### config.mk
export PLATFORM = sky130hd
export DESIGN_NAME = sample_rate_gen
export DESIGN_NICKNAME = d
export VERILOG_FILES = /design/src/rtl/srg_pkg.sv /design/src/rtl/srg_src_sel.sv /design/src/rtl/srg_clk_div.sv /design/src/rtl/srg_frame_cnt.sv /design/src/rtl/srg_clk_route.sv /design/src/rtl/sample_rate_gen.sv
export SDC_FILE = /design/constraint.sdc
export NUM_CORES = 1
export LEC_CHECK = 0
export ABC_AREA = 1
export ABC_CLOCK_PERIOD_IN_PS = 3900
export BUFFER_PORTS_ARGS = -buffer_cell sky130_fd_sc_hd__buf_4
export CORE_MARGIN = 1.5
export CORE_UTILIZATION = 38
export CTS_CLUSTER_DIAMETER = 200
export DETAILED_ROUTE_END_ITERATION = 10
export GPL_ROUTABILITY_DRIVEN = 0
export PLACE_DENSITY = 0.61
export SETUP_SLACK_MARGIN = 0.2
export SLEW_MARGIN = 20
export SYNTH_ARGS = -nofsm -noshare
export SYNTH_HDL_FRONTEND = slang
export SYNTH_SLANG_ARGS = --single-unit
export TNS_END_PERCENT = 30
### constraint.sdc
create_clock -name clk -period 3.9 [get_ports clk]
set_clock_uncertainty 0.05 [all_clocks]
set_input_delay 0 -clock clk [delete_from_list [all_inputs] [get_ports clk]]
set_output_delay 0 -clock clk [all_outputs]
set_load 0.02 [all_outputs]
### src/rtl/srg_pkg.sv
package srg_pkg;
   typedef enum logic [1:0] {
      SRC_SYS_A  = 2'b00,
      SRC_SYS_B  = 2'b01,
      SRC_RX_PIN = 2'b10,
      SRC_TX_PIN = 2'b11
   } srg_src_e;

   function automatic logic stop_active(input logic [1:0] code);
      return code[1];
   endfunction
endpackage

### src/rtl/srg_src_sel.sv
module srg_src_sel
   import srg_pkg::*;
(
   input  logic       clk,
   input  logic       rst_n,
   input  logic [1:0] src_sel,
   input  logic       rx_pin,
   input  logic       tx_pin,
   input  logic       rx_pol,
   input  logic       tx_pol,
   output logic       tick_o
);
   srg_src_e sel_e;
   logic     pin_lvl;
   logic     pin_prev_q;
   logic     use_pin;

   assign sel_e = srg_src_e'(src_sel);

   always_comb begin
      use_pin = 1'b1;
      pin_lvl = 1'b0;
      unique case (sel_e)
         SRC_RX_PIN: pin_lvl = rx_pin ^ rx_pol;
         SRC_TX_PIN: pin_lvl = tx_pin ^ tx_pol;
         default:    use_pin = 1'b0;
      endcase
   end

   always_ff @(posedge clk or negedge rst_n) begin
      if (!rst_n) pin_prev_q <= 1'b0;
      else        pin_prev_q <= pin_lvl;
   end

   assign tick_o = use_pin ? (pin_lvl & ~pin_prev_q) : 1'b1;
endmodule

### src/rtl/srg_clk_div.sv
module srg_clk_div #(
   parameter int DIV_W = 8
) (
   input  logic             clk,
   input  logic             rst_n,
   input  logic             run_i,
   input  logic             tick_i,
   input  logic             restart_i,
   input  logic [DIV_W-1:0] div_i,
   output logic             clkg_o,
   output logic             rise_o
);
   localparam int CW = DIV_W + 1;

   logic [DIV_W-1:0] n_eff;
   logic [DIV_W-1:0] cnt_q;
   logic [CW-1:0]    cnt_nx;
   logic [CW-1:0]    hi_len;
   logic             armed_q;
   logic             clkg_q;
   logic             wrap;

   assign n_eff  = (div_i == '0) ? DIV_W'(1) : div_i;
   assign hi_len = ({1'b0, n_eff} + CW'(2)) >> 1;
   assign cnt_nx = {1'b0, cnt_q} + CW'(1);
   assign wrap   = !armed_q || (cnt_q >= n_eff);
   assign rise_o = run_i && (restart_i || (tick_i && wrap));

   always_ff @(posedge clk or negedge rst_n) begin
      if (!rst_n) begin
         cnt_q   <= '0;
         clkg_q  <= 1'b0;
         armed_q <= 1'b0;
      end else if (!run_i) begin
         cnt_q   <= '0;
         clkg_q  <= 1'b0;
         armed_q <= 1'b0;
      end else if (restart_i || (tick_i && wrap)) begin
         cnt_q   <= '0;
         clkg_q  <= 1'b1;
         armed_q <= 1'b1;
      end else if (tick_i) begin
         cnt_q   <= cnt_nx[DIV_W-1:0];
         clkg_q  <= (cnt_nx < hi_len);
      end
   end

   assign clkg_o = clkg_q;

   assert_clkg_rise_on_tick_R3: assert property (@(posedge clk) disable iff (!rst_n)
      $rose(clkg_q) |-> $past(tick_i || restart_i));
   assert_idle_low_R6: assert property (@(posedge clk) disable iff (!rst_n)
      !run_i |=> !clkg_q);
   assert_restart_aligns_R7: assert property (@(posedge clk) disable iff (!rst_n)
      (restart_i && run_i) |=> clkg_q);
endmodule

### src/rtl/srg_frame_cnt.sv
module srg_frame_cnt #(
   parameter int PER_W = 12,
   parameter int WID_W = 8
) (
   input  logic             clk,
   input  logic             rst_n,
   input  logic             run_i,
   input  logic             rise_i,
   input  logic             restart_i,
   input  logic [PER_W-1:0] per_i,
   input  logic [WID_W-1:0] wid_i,
   output logic             fsg_o
);
   localparam int CW = PER_W + 1;

   logic [PER_W-1:0] fcnt_q;
   logic [PER_W-1:0] wid_ext;
   logic [PER_W-1:0] w_eff;
   logic [CW-1:0]    fcnt_nx;
   logic             armed_q;
   logic             fsg_q;

   assign wid_ext = PER_W'(wid_i);
   assign w_eff   = (wid_ext >= per_i) ? per_i : wid_ext;
   assign fcnt_nx = {1'b0, fcnt_q} + CW'(1);

   always_ff @(posedge clk or negedge rst_n) begin
      if (!rst_n) begin
         fcnt_q  <= '0;
         fsg_q   <= 1'b0;
         armed_q <= 1'b0;
      end else if (!run_i) begin
         fcnt_q  <= '0;
         fsg_q   <= 1'b0;
         armed_q <= 1'b0;
      end else if (rise_i) begin
         armed_q <= 1'b1;
         if (restart_i || !armed_q || (fcnt_q >= per_i)) begin
            fcnt_q <= '0;
            fsg_q  <= 1'b1;
         end else begin
            fcnt_q <= fcnt_nx[PER_W-1:0];
            fsg_q  <= (fcnt_nx <= {1'b0, w_eff});
         end
      end
   end

   assign fsg_o = fsg_q;

   assert_fsg_rise_on_clkg_R4: assert property (@(posedge clk) disable iff (!rst_n)
      $rose(fsg_q) |-> $past(rise_i));
   assert_fsg_fall_on_clkg_R5: assert property (@(posedge clk) disable iff (!rst_n)
      $fell(fsg_q) |-> ($past(rise_i) || !$past(run_i)));
endmodule

### src/rtl/srg_clk_route.sv
module srg_clk_route
   import srg_pkg::*;
(
   input  logic       clkg_i,
   input  logic       rx_clk_mode,
   input  logic       tx_clk_mode,
   input  logic       loopback_en,
   input  logic [1:0] clk_stop_mode,
   input  logic       rx_clk_pin,
   input  logic       tx_clk_pin,
   output logic       rx_clk_o,
   output logic       tx_clk_o,
   output logic       rx_shift_clk_o
);
   logic tx_int;
   logic rx_int;

   always_comb begin
      tx_int = tx_clk_mode ? clkg_i : tx_clk_pin;
      if (rx_clk_mode) rx_int = loopback_en ? tx_int : clkg_i;
      else             rx_int = rx_clk_pin;
   end

   assign tx_clk_o       = tx_int;
   assign rx_clk_o       = rx_int;
   assign rx_shift_clk_o = stop_active(clk_stop_mode) ? tx_int : rx_int;
endmodule

### src/rtl/sample_rate_gen.sv
module sample_rate_gen #(
   parameter int DIV_W       = 8,
   parameter int PER_W       = 12,
   parameter int WID_W       = 8,
   parameter int SYNC_STAGES = 2
) (
   input  logic             clk,
   input  logic             rst_n,
   input  logic             gen_en,
   input  logic [1:0]       src_sel,
   input  logic             rx_pin_pol,
   input  logic             tx_pin_pol,
   input  logic [DIV_W-1:0] div_val,
   input  logic [PER_W-1:0] per_val,
   input  logic [WID_W-1:0] wid_val,
   input  logic             sync_en,
   input  logic             fs_in,
   input  logic             rx_clk_mode,
   input  logic             tx_clk_mode,
   input  logic             loopback_en,
   input  logic [1:0]       clk_stop_mode,
   input  logic             rx_clk_pin,
   input  logic             tx_clk_pin,
   output logic             clkg_o,
   output logic             fsg_o,
   output logic             rx_clk_o,
   output logic             tx_clk_o,
   output logic             rx_shift_clk_o
);
   if (DIV_W < 2) begin : g_bad_div
      $error("DIV_W must be at least 2");
   end
   if (WID_W > PER_W) begin : g_bad_wid
      $error("WID_W must not exceed PER_W");
   end
   if (SYNC_STAGES < 0 || SYNC_STAGES > 4) begin : g_bad_sync
      $error("SYNC_STAGES must be 0..4");
   end

   logic tick;
   logic fs_s;
   logic fs_prev_q;
   logic restart;
   logic clkg_rise;
   logic clkg;

   if (SYNC_STAGES == 0) begin : g_fs_direct
      assign fs_s = fs_in;
   end else begin : g_fs_sync
      logic [SYNC_STAGES-1:0] st_q;
      always_ff @(posedge clk or negedge rst_n) begin
         if (!rst_n) st_q <= '0;
         else        st_q <= {st_q[SYNC_STAGES-2:0], fs_in};
      end
      assign fs_s = st_q[SYNC_STAGES-1];
   end

   always_ff @(posedge clk or negedge rst_n) begin
      if (!rst_n) fs_prev_q <= 1'b0;
      else        fs_prev_q <= fs_s;
   end

   assign restart = sync_en && gen_en && fs_s && !fs_prev_q;

   srg_src_sel u_src (
      .clk     (clk),
      .rst_n   (rst_n),
      .src_sel (src_sel),
      .rx_pin  (rx_clk_pin),
      .tx_pin  (tx_clk_pin),
      .rx_pol  (rx_pin_pol),
      .tx_pol  (tx_pin_pol),
      .tick_o  (tick)
   );

   srg_clk_div #(.DIV_W(DIV_W)) u_div (
      .clk       (clk),
      .rst_n     (rst_n),
      .run_i     (gen_en),
      .tick_i    (tick),
      .restart_i (restart),
      .div_i     (div_val),
      .clkg_o    (clkg),
      .rise_o    (clkg_rise)
   );

   srg_frame_cnt #(.PER_W(PER_W), .WID_W(WID_W)) u_frame (
      .clk       (clk),
      .rst_n     (rst_n),
      .run_i     (gen_en),
      .rise_i    (clkg_rise),
      .restart_i (restart),
      .per_i     (per_val),
      .wid_i     (wid_val),
      .fsg_o     (fsg_o)
   );

   srg_clk_route u_route (
      .clkg_i         (clkg),
      .rx_clk_mode    (rx_clk_mode),
      .tx_clk_mode    (tx_clk_mode),
      .loopback_en    (loopback_en),
      .clk_stop_mode  (clk_stop_mode),
      .rx_clk_pin     (rx_clk_pin),
      .tx_clk_pin     (tx_clk_pin),
      .rx_clk_o       (rx_clk_o),
      .tx_clk_o       (tx_clk_o),
      .rx_shift_clk_o (rx_shift_clk_o)
   );

   assign clkg_o = clkg;

   assert_fs_ignored_R8: assert property (@(posedge clk) disable iff (!rst_n)
      (!sync_en && gen_en && !clkg_rise) |=> $stable(fsg_o));
endmodule

==> out/qor.yml, run 1 <==
layout:
  regArea_um2: 676
  fin_nets: 612
  syn_to_final_growth_pct: 17.0
  layout-drive-gt1-share_pct: 11.8
  multi_input_area_um2: 2070
  diodes: 0
  nFillCells: 826
cts:
  cts.path.max_buffers: 2
  root_buffer: "clkbuf_8"
  insertion_delay_ns: 0.28
  clock_sinks: 27
  post_cts_resize_count: 0
  htree_levels: 1
  clkTransAtPathRegs_ns: 0.10
  cts_buffers: 3
  cts_tree: "built"
pwr:
  p_leak_nw: 2.10
  p_switching_mw: 0.226
  p_clk_share_pct: 25.3
  max-vdd-ir-drop_mv: 0.129
  power_frac_comb_pct: 30.6
  seqPwrFrac_pct: 44.1
  p_total_mw: 0.670
  swShare_pct: 33.7
  power.density_nw_per_um2: 186
  power.internal_mw: 0.445
sta:
  rsz0062_at_grt: "no"
  worst_pin_slew_ns: 0.540
  finalSetupViolations: 0
  post-route-min-period_ns: 2.67
  hold_viol_final: 0
  fmax_ghz: 0.375
  final-max-slew-violation-count: 0
  totalNegativeSetupSlack_ns: 0
  min_period_over_period_pct: 68.4
  relSlewSlack_pct: 63.9
yosys:
  synth_top_family_by_area: "simple AND/OR/NAND/NOR gates"
  netlist_area_um2: 3070
  ys_types: 36
  synth-compound-area-share_pct: 8.11
  synth_fa_ha_area_share_pct: 20.4
  syn_inst: 468
  synth_edf_count: 0
  synth-simple-area-share_pct: 34.0
  ys.flop_type: "dfrtp_1"
  yosysWarnings: 0
  synthArstFlopShare_pct: 100
  synth-xor-area-share_pct: 4.56
  synthMuxAreaShare_pct: 0
  avgSynthCellArea_um2: 6.56
  ys_seq_area_share_pct: 22.0
  ys_ff_latch: 27
setup_path:
  crit_required_ns: 4.03
  rr_worst_depth: 16
  critPathArrivalTime_ns: 2.80
  path_max_fanout: 9
  crit_path_end: "u_frame.fsg_o"
  crit_type: "reg2reg"
  r2r_end: "u_frame.fsg_o"
  rrSetupSlack_ns: 1.23
  start_kind: "flop"
  startpoint: "u_frame.fcnt_q[0]"
  rr_startpoint: "u_frame.fcnt_q[0]"
  endpoint_kind: "flop"
global_route:
  grt_antenna_before_repair: 0
  grt_pass1_wl_um: 12200
  grt_max_degree: 28
  grt.overflow.total: 0
  grt_pass1_vias: 2773
  track_usage_pct: 17.3
routing:
  wl_per_cell_um: 11.3
  drt_pass1_iterations: 4
  drt-initial-drc-count: 92
  drc: 0
  ant_nets: 0
  finalWirelength_um: 6970
  vias_per_cell: 4.76
  via_count: 2949
floorplan:
  die_w_um: 92.9
  fp.dieH_um: 92.9
  die_area_um2: 8630
  rows: 32
  start_util_pct: 39.5
  pin_count: 49
  coreArea_um2: 7770
placed_design:
  portBuffers: 47
  dp_hpwl_um: 5800
flow_run:
  maxCapViolations: 0
hold_path:
  worstHoldPathType: "in2reg"
outcome:
  status: "finished clean"
logic make-up (layout without fill, tap and decap cells):
kind of cell             count (synthesis)  count (layout)
XOR/XNOR                                16              16
AND/OR/NAND/NOR                        245             245
other                                    1               4
flip-flops                              27              27
AO/OA/AOI/OAI                           45              45
adder cells (fa/ha/maj)                 50              50
buffers and inverters                   84             130
synthesized netlist by cell type, types with 2 or more instances:
library cell | count | area (um2)
nand2_1 | 138 | 518
inv_1 | 74 | 278
ha_1 | 50 | 626
nor2_1 | 47 | 176
nand3_1 | 33 | 165
dfrtp_1 | 27 | 676
a21oi_1 | 24 | 120
xor2_1 | 14 | 123
o21ai_0 | 12 | 60.1
nand4_1 | 8 | 50.1
nor3_1 | 6 | 30.0
clkbuf_1 | 3 | 11.3
a21o_1 | 2 | 15.0
and2_1 | 2 | 12.5
buf_2 | 2 | 10.0
buf_4 | 2 | 15.0
nand2_2 | 2 | 12.5
nand2_4 | 2 | 22.5
nand3b_1 | 2 | 15.0
xnor2_1 | 2 | 17.5
stage by stage:
stage          cell area [um2]  std cells  hold WS (ns)  setup slack (ns)  util [%]
4_1_cts                   3590        619        0.0274              1.24      46.3
6_report                  3590        619        0.0275              1.23      46.3
5_1_grt                   3590        619        0.0491             0.962      46.3
2_1_floorplan             3080        471        -0.346              1.63         -
3_5_place_dp              3520        612        -0.110              1.26      45.3
3_3_place_gp              3520        612        -0.113              1.31      45.3
final cells by class:
class	count	area share, %
flip-flops and latches	27	18.8
clock buffers	3	1.15
well taps	102	3.55
clock inverters	1	0.209
inverters	76	7.94
multi-input cells	360	57.7
repair buffers	50	10.7
worst min path at each step:
stage	startpoint	to	slack [ns]	cells past startpoint
6_report	gen_en	u_frame.armed_q	0.03	3
4_1_cts	gen_en	u_frame.armed_q	0.03	3
3_3_place_gp	rst_n	u_div.cnt_q[1]	-0.11	1
2_1_floorplan	rst_n	fs_prev_q	-0.35	0
3_5_place_dp	rst_n	u_div.cnt_q[1]	-0.11	1
5_1_grt	gen_en	u_frame.fcnt_q[10]	0.05	3
state kept, by name, indices dropped and copies added (netlist names):
register and count:
fs_prev_q 1, u_frame.fsg_o 1, u_src.pin_prev_q 1, g_fs_sync.st_q 2, u_frame.armed_q 1, u_frame.fcnt_q 12
u_div.clkg_o 1, u_div.cnt_q 8
layout by cell type, fill, tap and decap left out, types with 2 or more instances in the layout:
| cell | instances |
|---|---|
| nand2_4 | 2 |
| clkbuf_8 | 3 |
| nor3_1 | 6 |
| xor2_1 | 14 |
| a21oi_1 | 24 |
| o21ai_0 | 12 |
| nor2_1 | 47 |
| nand2_1 | 138 |
| a21o_1 | 2 |
| nand4_1 | 8 |
| conb_1 | 4 |
| dlygate4sd3_1 | 3 |
| nand3_1 | 33 |
| ha_1 | 50 |
| nand3b_1 | 2 |
| xnor2_1 | 2 |
| buf_4 | 47 |
| and2_1 | 2 |
| inv_1 | 74 |
| dfrtp_1 | 27 |
| nand2_2 | 2 |
power groups by stage:
stage / Clock, mW / Combinational, mW / Sequential (mW)
floorplan: 0 / 0.124 / 0.302
global placement: 0 / 0.200 / 0.301
detailed placement: 0 / 0.204 / 0.301
CTS: 0.174 / 0.208 / 0.296
global route: 0.184 / 0.236 / 0.297
finish: 0.169 / 0.205 / 0.296
per-layer routing:
metal	vias up	GRT usage (%)	share of wire, %
met2	54	29.9	45
met3	4	2.63	3.9
met4	0	2.65	0.44
met5	-	0	0
li1	1583	-	-
met1	1308	23.1	50
worst max-delay path: stages, from the launching register on:
cell and delay (ns):
dfrtp_1 0.54, ha_1 0.24, nand3_1 0.11, nor2_2 0.17
nand2_1 0.11, nor2_1 0.14, xor2_1 0.21, inv_1 0.07
ha_1 0.29, and3_1 0.20, nand3_1 0.09, nand2_1 0.06
inv_1 0.04, nand2_1 0.05, nand3_1 0.09, nand2_1 0.07
nand2_1 0.04
timing repair:
item | in CTS | in global routing
hold buffers | 3 | 0
buffers inserted | 0 | 0
hold endpoints to repair | 29 | 0
No activity file was read; power rests on OpenSTA's default activity.
==> run 2, diff against run 1 <==
- ABC_CLOCK_PERIOD_IN_PS: 3900 -> 2650
- clock period: 3.9 -> 2.65 ns (I/O delays scaled with it)
==> out/qor.yml, run 2 (synthesis gave the netlist of run 1 again) <==
sta:
  finalSetupViolations: 0  # unchanged
  hold_viol_final: 0  # unchanged
  min_period_over_period_pct: 89.2  # +21 points
  relSlewSlack_pct: 63.1  # -0.82 points
  fmax_ghz: 0.423  # +13%
  whs_ns: 0.0386  # +0.0110 ns
  totalNegativeSetupSlack_ns: 0  # unchanged
  setup_slack_ns: 0.286  # -0.946 ns
  rsz0062_at_grt: "yes"
  worst_pin_slew_ns: 0.552  # +0.0122 ns
  final-max-slew-violation-count: 0  # unchanged
  post-route-min-period_ns: 2.36  # -0.304 ns
layout:
  diodes: 0  # unchanged
  final_common_cell: "nand2_1"
  mostFrequentLayoutCells: "nand2_1 (136), inv_1 (72), buf_4 (52), ha_1 (47), nor2_1 (46)"
  largest_reg_flops: 12  # unchanged
  fin_cells: 625  # +0.97%
  reg_top3: "u_frame.fcnt_q: 12 flops, u_div.cnt_q: 8 flops, g_fs_sync.st_q: 2 flops"
  top_register: "u_frame.fcnt_q"
  syn_to_final_growth_pct: 21.1
  nFillCells: 828  # +0.24%
  layout-drive-gt1-share_pct: 15.3  # +3.5 points
  fin_nets: 618  # +0.98%
  regArea_um2: 677  # +0.19%
  multi_input_area_um2: 2150  # +3.7%
setup_path:
  crit_slowest_cell: "dfrtp_1"
  path_cells: "ha_2, nand3_4, nor2_4, nand2_2, nor2_2, xor2_1, inv_1, ha_4, and3_4, nand3_1, nand2_1, inv_1, nand2_1, nand3_2, nand2_1, nand2_1"
  cp_common_cell: "nand2_1"
  cp_num_buf_inv: 2  # unchanged
  crit_type: "reg2reg"
  path_max_fanout: 4  # -5
  endpoint_kind: "flop"
  crit_required_ns: 2.77  # -1.26 ns
  start_kind: "flop"
  path_delay_family: "simple AND/OR/NAND/NOR gates"
  critPathArrivalTime_ns: 2.49  # -0.31 ns
  max_stage_delay_ns: 0.40  # -0.14 ns
global_route:
  grt_antenna_before_repair: 0  # unchanged
  track_usage_pct: 17.8  # +0.52 points
  grt_pass1_vias: 2826  # +1.9%
  grt.overflow.total: 0  # unchanged
  grt_max_degree: 28  # unchanged
  grt_pass1_wl_um: 12500  # +2.6%
cts:
  htree_levels: 1  # unchanged
  insertion_delay_ns: 0.27  # about the same
  cts_tree: "built"
  clock_sinks: 27  # unchanged
  cts_buffers: 3  # unchanged
  cts.path.max_buffers: 2  # unchanged
  root_buffer: "clkbuf_8"
  clkTransAtPathRegs_ns: 0.09  # about the same
pwr:
  max-vdd-ir-drop_mv: 0.181  # +40%
  power.density_nw_per_um2: 265  # +42%
  p_total_mw: 0.985  # +47%
  p_leak_nw: 2.12  # +1.4%
routing:
  ant_nets: 0  # unchanged
  finalWirelength_um: 7340  # +5.2%
  drc: 0  # unchanged
  drt-initial-drc-count: 173  # +88%
  wl_per_cell_um: 11.7  # +4.2%
  drt_pass1_iterations: 4  # unchanged
  via_count: 2992  # +1.5%
  vias_per_cell: 4.79  # +0.48%
floorplan:
  rows: 32  # unchanged
  fp.dieH_um: 92.9  # unchanged
  start_util_pct: 39.5  # unchanged
  die_area_um2: 8630  # unchanged
  die_w_um: 92.9  # unchanged
  coreArea_um2: 7770  # unchanged
  pin_count: 49  # unchanged
flow_run:
  maxCapViolations: 0  # unchanged
outcome:
  status: "finished clean"
placed_design:
  portBuffers: 47  # unchanged
  dp_hpwl_um: 5990  # +3.3%
  dpl.cell_count: 616  # +0.65%
  dp_slack_ns: 0.239  # -1.02 ns
hold_path:
  worstHoldPathType: "in2reg"
run 2: changes by cell type in the layout (fill, tap and decap cells not counted), sizes merged:
cell,delta
clkinvlp,-1
clkbuf,+1
buf,+6
run 2: per-layer routing:
metal / wire length [um] / track usage (%) / vias to the layer above
met5: 0 / 0 / -
met4: 38 / 2.65 / 0
met3: 409 / 1.81 / 4
met2: 3370 / 29.6 / 65
met1: 3520 / 25.3 / 1331
li1: - / - / 1592
run 2: final timing paths:
path                                   startpoint                 to  slack (ns)  cells after the start
worst max register to register  u_frame.fcnt_q[1]      u_frame.fsg_o        0.29                     16
max in group asynchronous                   rst_n  u_frame.fcnt_q[5]        2.15                      2
worst max-delay path            u_frame.fcnt_q[1]      u_frame.fsg_o        0.29                     16
min in group asynchronous                   rst_n     u_div.cnt_q[1]        0.11                      2
worst min register to register  g_fs_sync.st_q[0]  g_fs_sync.st_q[1]        0.31                      0
worst min-delay path                       gen_en    u_frame.armed_q        0.04                      3
run 2: repair_timing:
| item | CTS | global route |
|---|---|---|
| hold endpoints to repair | 29 | 0 |
| setup endpoints to repair | 0 | 5 |
| setup buffers | 0 | 2 |
| hold buffers | 3 | 0 |
| gates resized for setup | 0 | 17 |
run 2: worst reg2reg max path, stage by stage, from the launching register on:
cell and delay, ns:
dfrtp_1 0.40, ha_2 0.23, nand3_4 0.09, nor2_4 0.14
nand2_2 0.08, nor2_2 0.10, xor2_1 0.18, inv_1 0.10
ha_4 0.28, and3_4 0.17, nand3_1 0.07, nand2_1 0.07
inv_1 0.04, nand2_1 0.07, nand3_2 0.08, nand2_1 0.06
nand2_1 0.05
run 2: stage by stage:
step / util, % / instance area (um2)
after floorplan: - / 3080
after global placement: 45.7 / 3550
after detailed placement: 45.7 / 3550
after CTS: 46.6 / 3620
after global routing: 47.9 / 3720
final: 47.9 / 3720
run 2: cell type report:
type,instances,area share (%)
sequential,27,18.2
multi-input combinational,360,57.9
timing repair buffer,56,11.6
inverter,76,7.67
tap,102,3.43
clock buffer,4,1.21
run 2: power breakdown:
part / switching, mW / total (mW) / internal [mW]
clock network: 0.132 / 0.240 / 0.108
logic: 0.185 / 0.312 / 0.127
registers: 0.00878 / 0.433 / 0.424
==> run 3, diff against run 2 <==
- CORE_ASPECT_RATIO: default -> 0.8
==> out/qor.yml, run 3 (synthesis gave the netlist of run 1 again) <==
sta:
  worst_pin_slew_ns: 0.512  # -0.0405 ns
  rsz0062_at_grt: "yes"
  finalSetupViolations: 0  # unchanged
  final-max-slew-violation-count: 0  # unchanged
  post-route-min-period_ns: 2.28  # -0.0831 ns
  relSlewSlack_pct: 65.8  # +2.7 points
  totalNegativeSetupSlack_ns: 0  # unchanged
  hold_viol_final: 0  # unchanged
  fmax_ghz: 0.438  # +3.6%
  min_period_over_period_pct: 86.1  # -3.1 points
global_route:
  grt_pass1_wl_um: 12300  # -1.6%
  grt_pass1_vias: 2821  # -0.18%
  grt_max_degree: 28  # unchanged
  grt.overflow.total: 0  # unchanged
  track_usage_pct: 16.9  # -0.92 points
  grt_antenna_before_repair: 0  # unchanged
setup_path:
  start_kind: "flop"
  crit_required_ns: 2.77  # about the same
  crit_slowest_cell: "dfrtp_1"
  r2r_end: "u_frame.fsg_o"
  rrSetupSlack_ns: 0.37  # +0.08 ns
  crit_type: "reg2reg"
  critPathArrivalTime_ns: 2.40  # -0.09 ns
  max_stage_delay_ns: 0.48  # +0.08 ns
  rr_startpoint: "u_frame.fcnt_q[6]"
  rr_worst_depth: 15  # -1
  endpoint_kind: "flop"
  cp_common_cell: "nand2_1"
  path_cells: "nand2_1, nor2_1, nand2_2, nor2_2, xor2_1, inv_1, ha_4, and3_4, nand3_1, nand2_1, inv_1, nand2_1, nand3_2, nand2_1, nand2_1"
  path_max_fanout: 5  # +1
pwr:
  p_leak_nw: 2.16  # +1.9%
  power.density_nw_per_um2: 258  # -2.4%
  max-vdd-ir-drop_mv: 0.206  # +13%
  p_total_mw: 0.984  # about the same
routing:
  via_count: 3001  # +0.30%
  drt_pass1_iterations: 4  # unchanged
  ant_nets: 0  # unchanged
  finalWirelength_um: 7130  # -2.7%
  drt-initial-drc-count: 132  # -24%
  vias_per_cell: 4.70  # -1.7%
  drc: 0  # unchanged
  wl_per_cell_um: 11.2  # -4.7%
layout:
  final_util_pct: 48.4  # +0.48 points
  fin_nets: 625  # +1.1%
  nFillCells: 796  # -3.9%
  reg_top3: "u_frame.fcnt_q: 12 flops, u_div.cnt_q: 8 flops, g_fs_sync.st_q: 2 flops"
  multi_input_area_um2: 2180  # +1.4%
  mostFrequentLayoutCells: "nand2_1 (136), inv_1 (73), buf_4 (60), ha_1 (48), nor2_1 (42)"
  diodes: 0  # unchanged
  syn_to_final_growth_pct: 24.0
  fin_cells: 638  # +2.1%
  final_common_cell: "nand2_1"
  largest_reg_flops: 12  # unchanged
  layout-drive-gt1-share_pct: 17.2  # +1.9 points
  top_register: "u_frame.fcnt_q"
  fin_area_um2: 3810  # +2.4%
  regArea_um2: 676  # -0.18%
cts:
  root_buffer: "clkbuf_8"
  htree_levels: 1  # unchanged
  cts.path.max_buffers: 2  # unchanged
  clkTransAtPathRegs_ns: 0.10  # about the same
  clock_sinks: 27  # unchanged
  cts_buffers: 3  # unchanged
  cts_tree: "built"
  insertion_delay_ns: 0.28  # about the same
floorplan:
  fp.dieH_um: 83.4  # -10%
  pin_count: 49  # unchanged
  start_util_pct: 39.0  # -0.53 points
  die_w_um: 104  # +11%
  die_area_um2: 8640  # about the same
  rows: 29  # -9.4%
  coreArea_um2: 7870  # +1.4%
hold_path:
  hp-start: "gen_en"
  worst_hold_path.endpoint: "u_frame.armed_q"
  worstHoldPathType: "in2reg"
  hold_depth: 3  # unchanged
placed_design:
  dp_hpwl_um: 5770  # -3.7%
  dpl.cell_count: 622  # +0.97%
  portBuffers: 47  # unchanged
  placed_cell_area_um2: 3550  # +0.21%
outcome:
  status: "finished clean"
flow_run:
  maxCapViolations: 0  # unchanged
==> run 3: worst max-delay path, delay by kind of cell (launching register included) <==
family,cells,cell delay (ns)
AND/OR/NAND/NOR,11,1.05
flip-flops,1,0.48
adder cells (fa/ha/maj),1,0.27
XOR/XNOR,1,0.19
buffers and inverters,2,0.14
==> run 3: cell type report <==
type | count | area share [%]
Sequential cell | 27 | 17.7
Timing Repair Buffer | 63 | 12.6
Tap cell | 108 | 3.55
Multi-Input combinational cell | 360 | 57.3
Clock inverter | 1 | 0.197
Inverter | 76 | 7.49
Clock buffer | 3 | 1.08
==> run 3: what timing repair did <==
item | in CTS | in global routing
cloned | 0 | 0
setup endpoints to repair | 1 | 2
pin swaps | 3 | 6
hold buffers | 3 | 0
buffers inserted | 2 | 7
gates resized for setup | 2 | 20
endpoints found under the hold margin | 29 | 0
==> run 3: worst max path at each step <==
| stage | from | to | slack [ns] | cells after the start |
|---|---|---|---|---|
| 2_1_floorplan | u_frame.fcnt_q[0] | u_frame.fsg_o | 0.38 | 16 |
| 3_3_place_gp | u_frame.fcnt_q[0] | u_frame.fsg_o | 0.31 | 16 |
| 3_5_place_dp | u_frame.fcnt_q[0] | u_frame.fsg_o | 0.23 | 16 |
| 4_1_cts | u_frame.fcnt_q[0] | u_frame.fsg_o | 0.23 | 16 |
| 5_1_grt | u_div.cnt_q[0] | u_div.clkg_o | 0.11 | 13 |
| 6_report | u_frame.fcnt_q[6] | u_frame.fsg_o | 0.37 | 15 |
==> run 3: through the flow <==
step / setup WS (ns) / hold slack, ns
after CTS: 0.233 / 0.0161
after detailed placement: 0.231 / -0.113
final: 0.369 / 0.0327
after global placement: 0.307 / -0.115
after global routing: 0.114 / 0.0315
after floorplan: 0.379 / -0.346
==> run 3: per-layer routing <==
| layer | vias to the layer above | global-route usage, % | part of all wire (%) |
|---|---|---|---|
| met5 | - | 0 | 0 |
| met4 | 0 | 1.39 | 0.32 |
| met3 | 4 | 2.51 | 3.1 |
| met2 | 51 | 27.6 | 44 |
| met1 | 1336 | 24.6 | 53 |
| li1 | 1610 | - | - |
==> run 3: where the power goes <==
group	leakage [nW]	internal, mW	switching, mW
Combinational	1.78	0.130	0.184
Sequential	0.363	0.424	0.00934
Clock	0.0217	0.107	0.129
Total	2.16	0.661	0.323
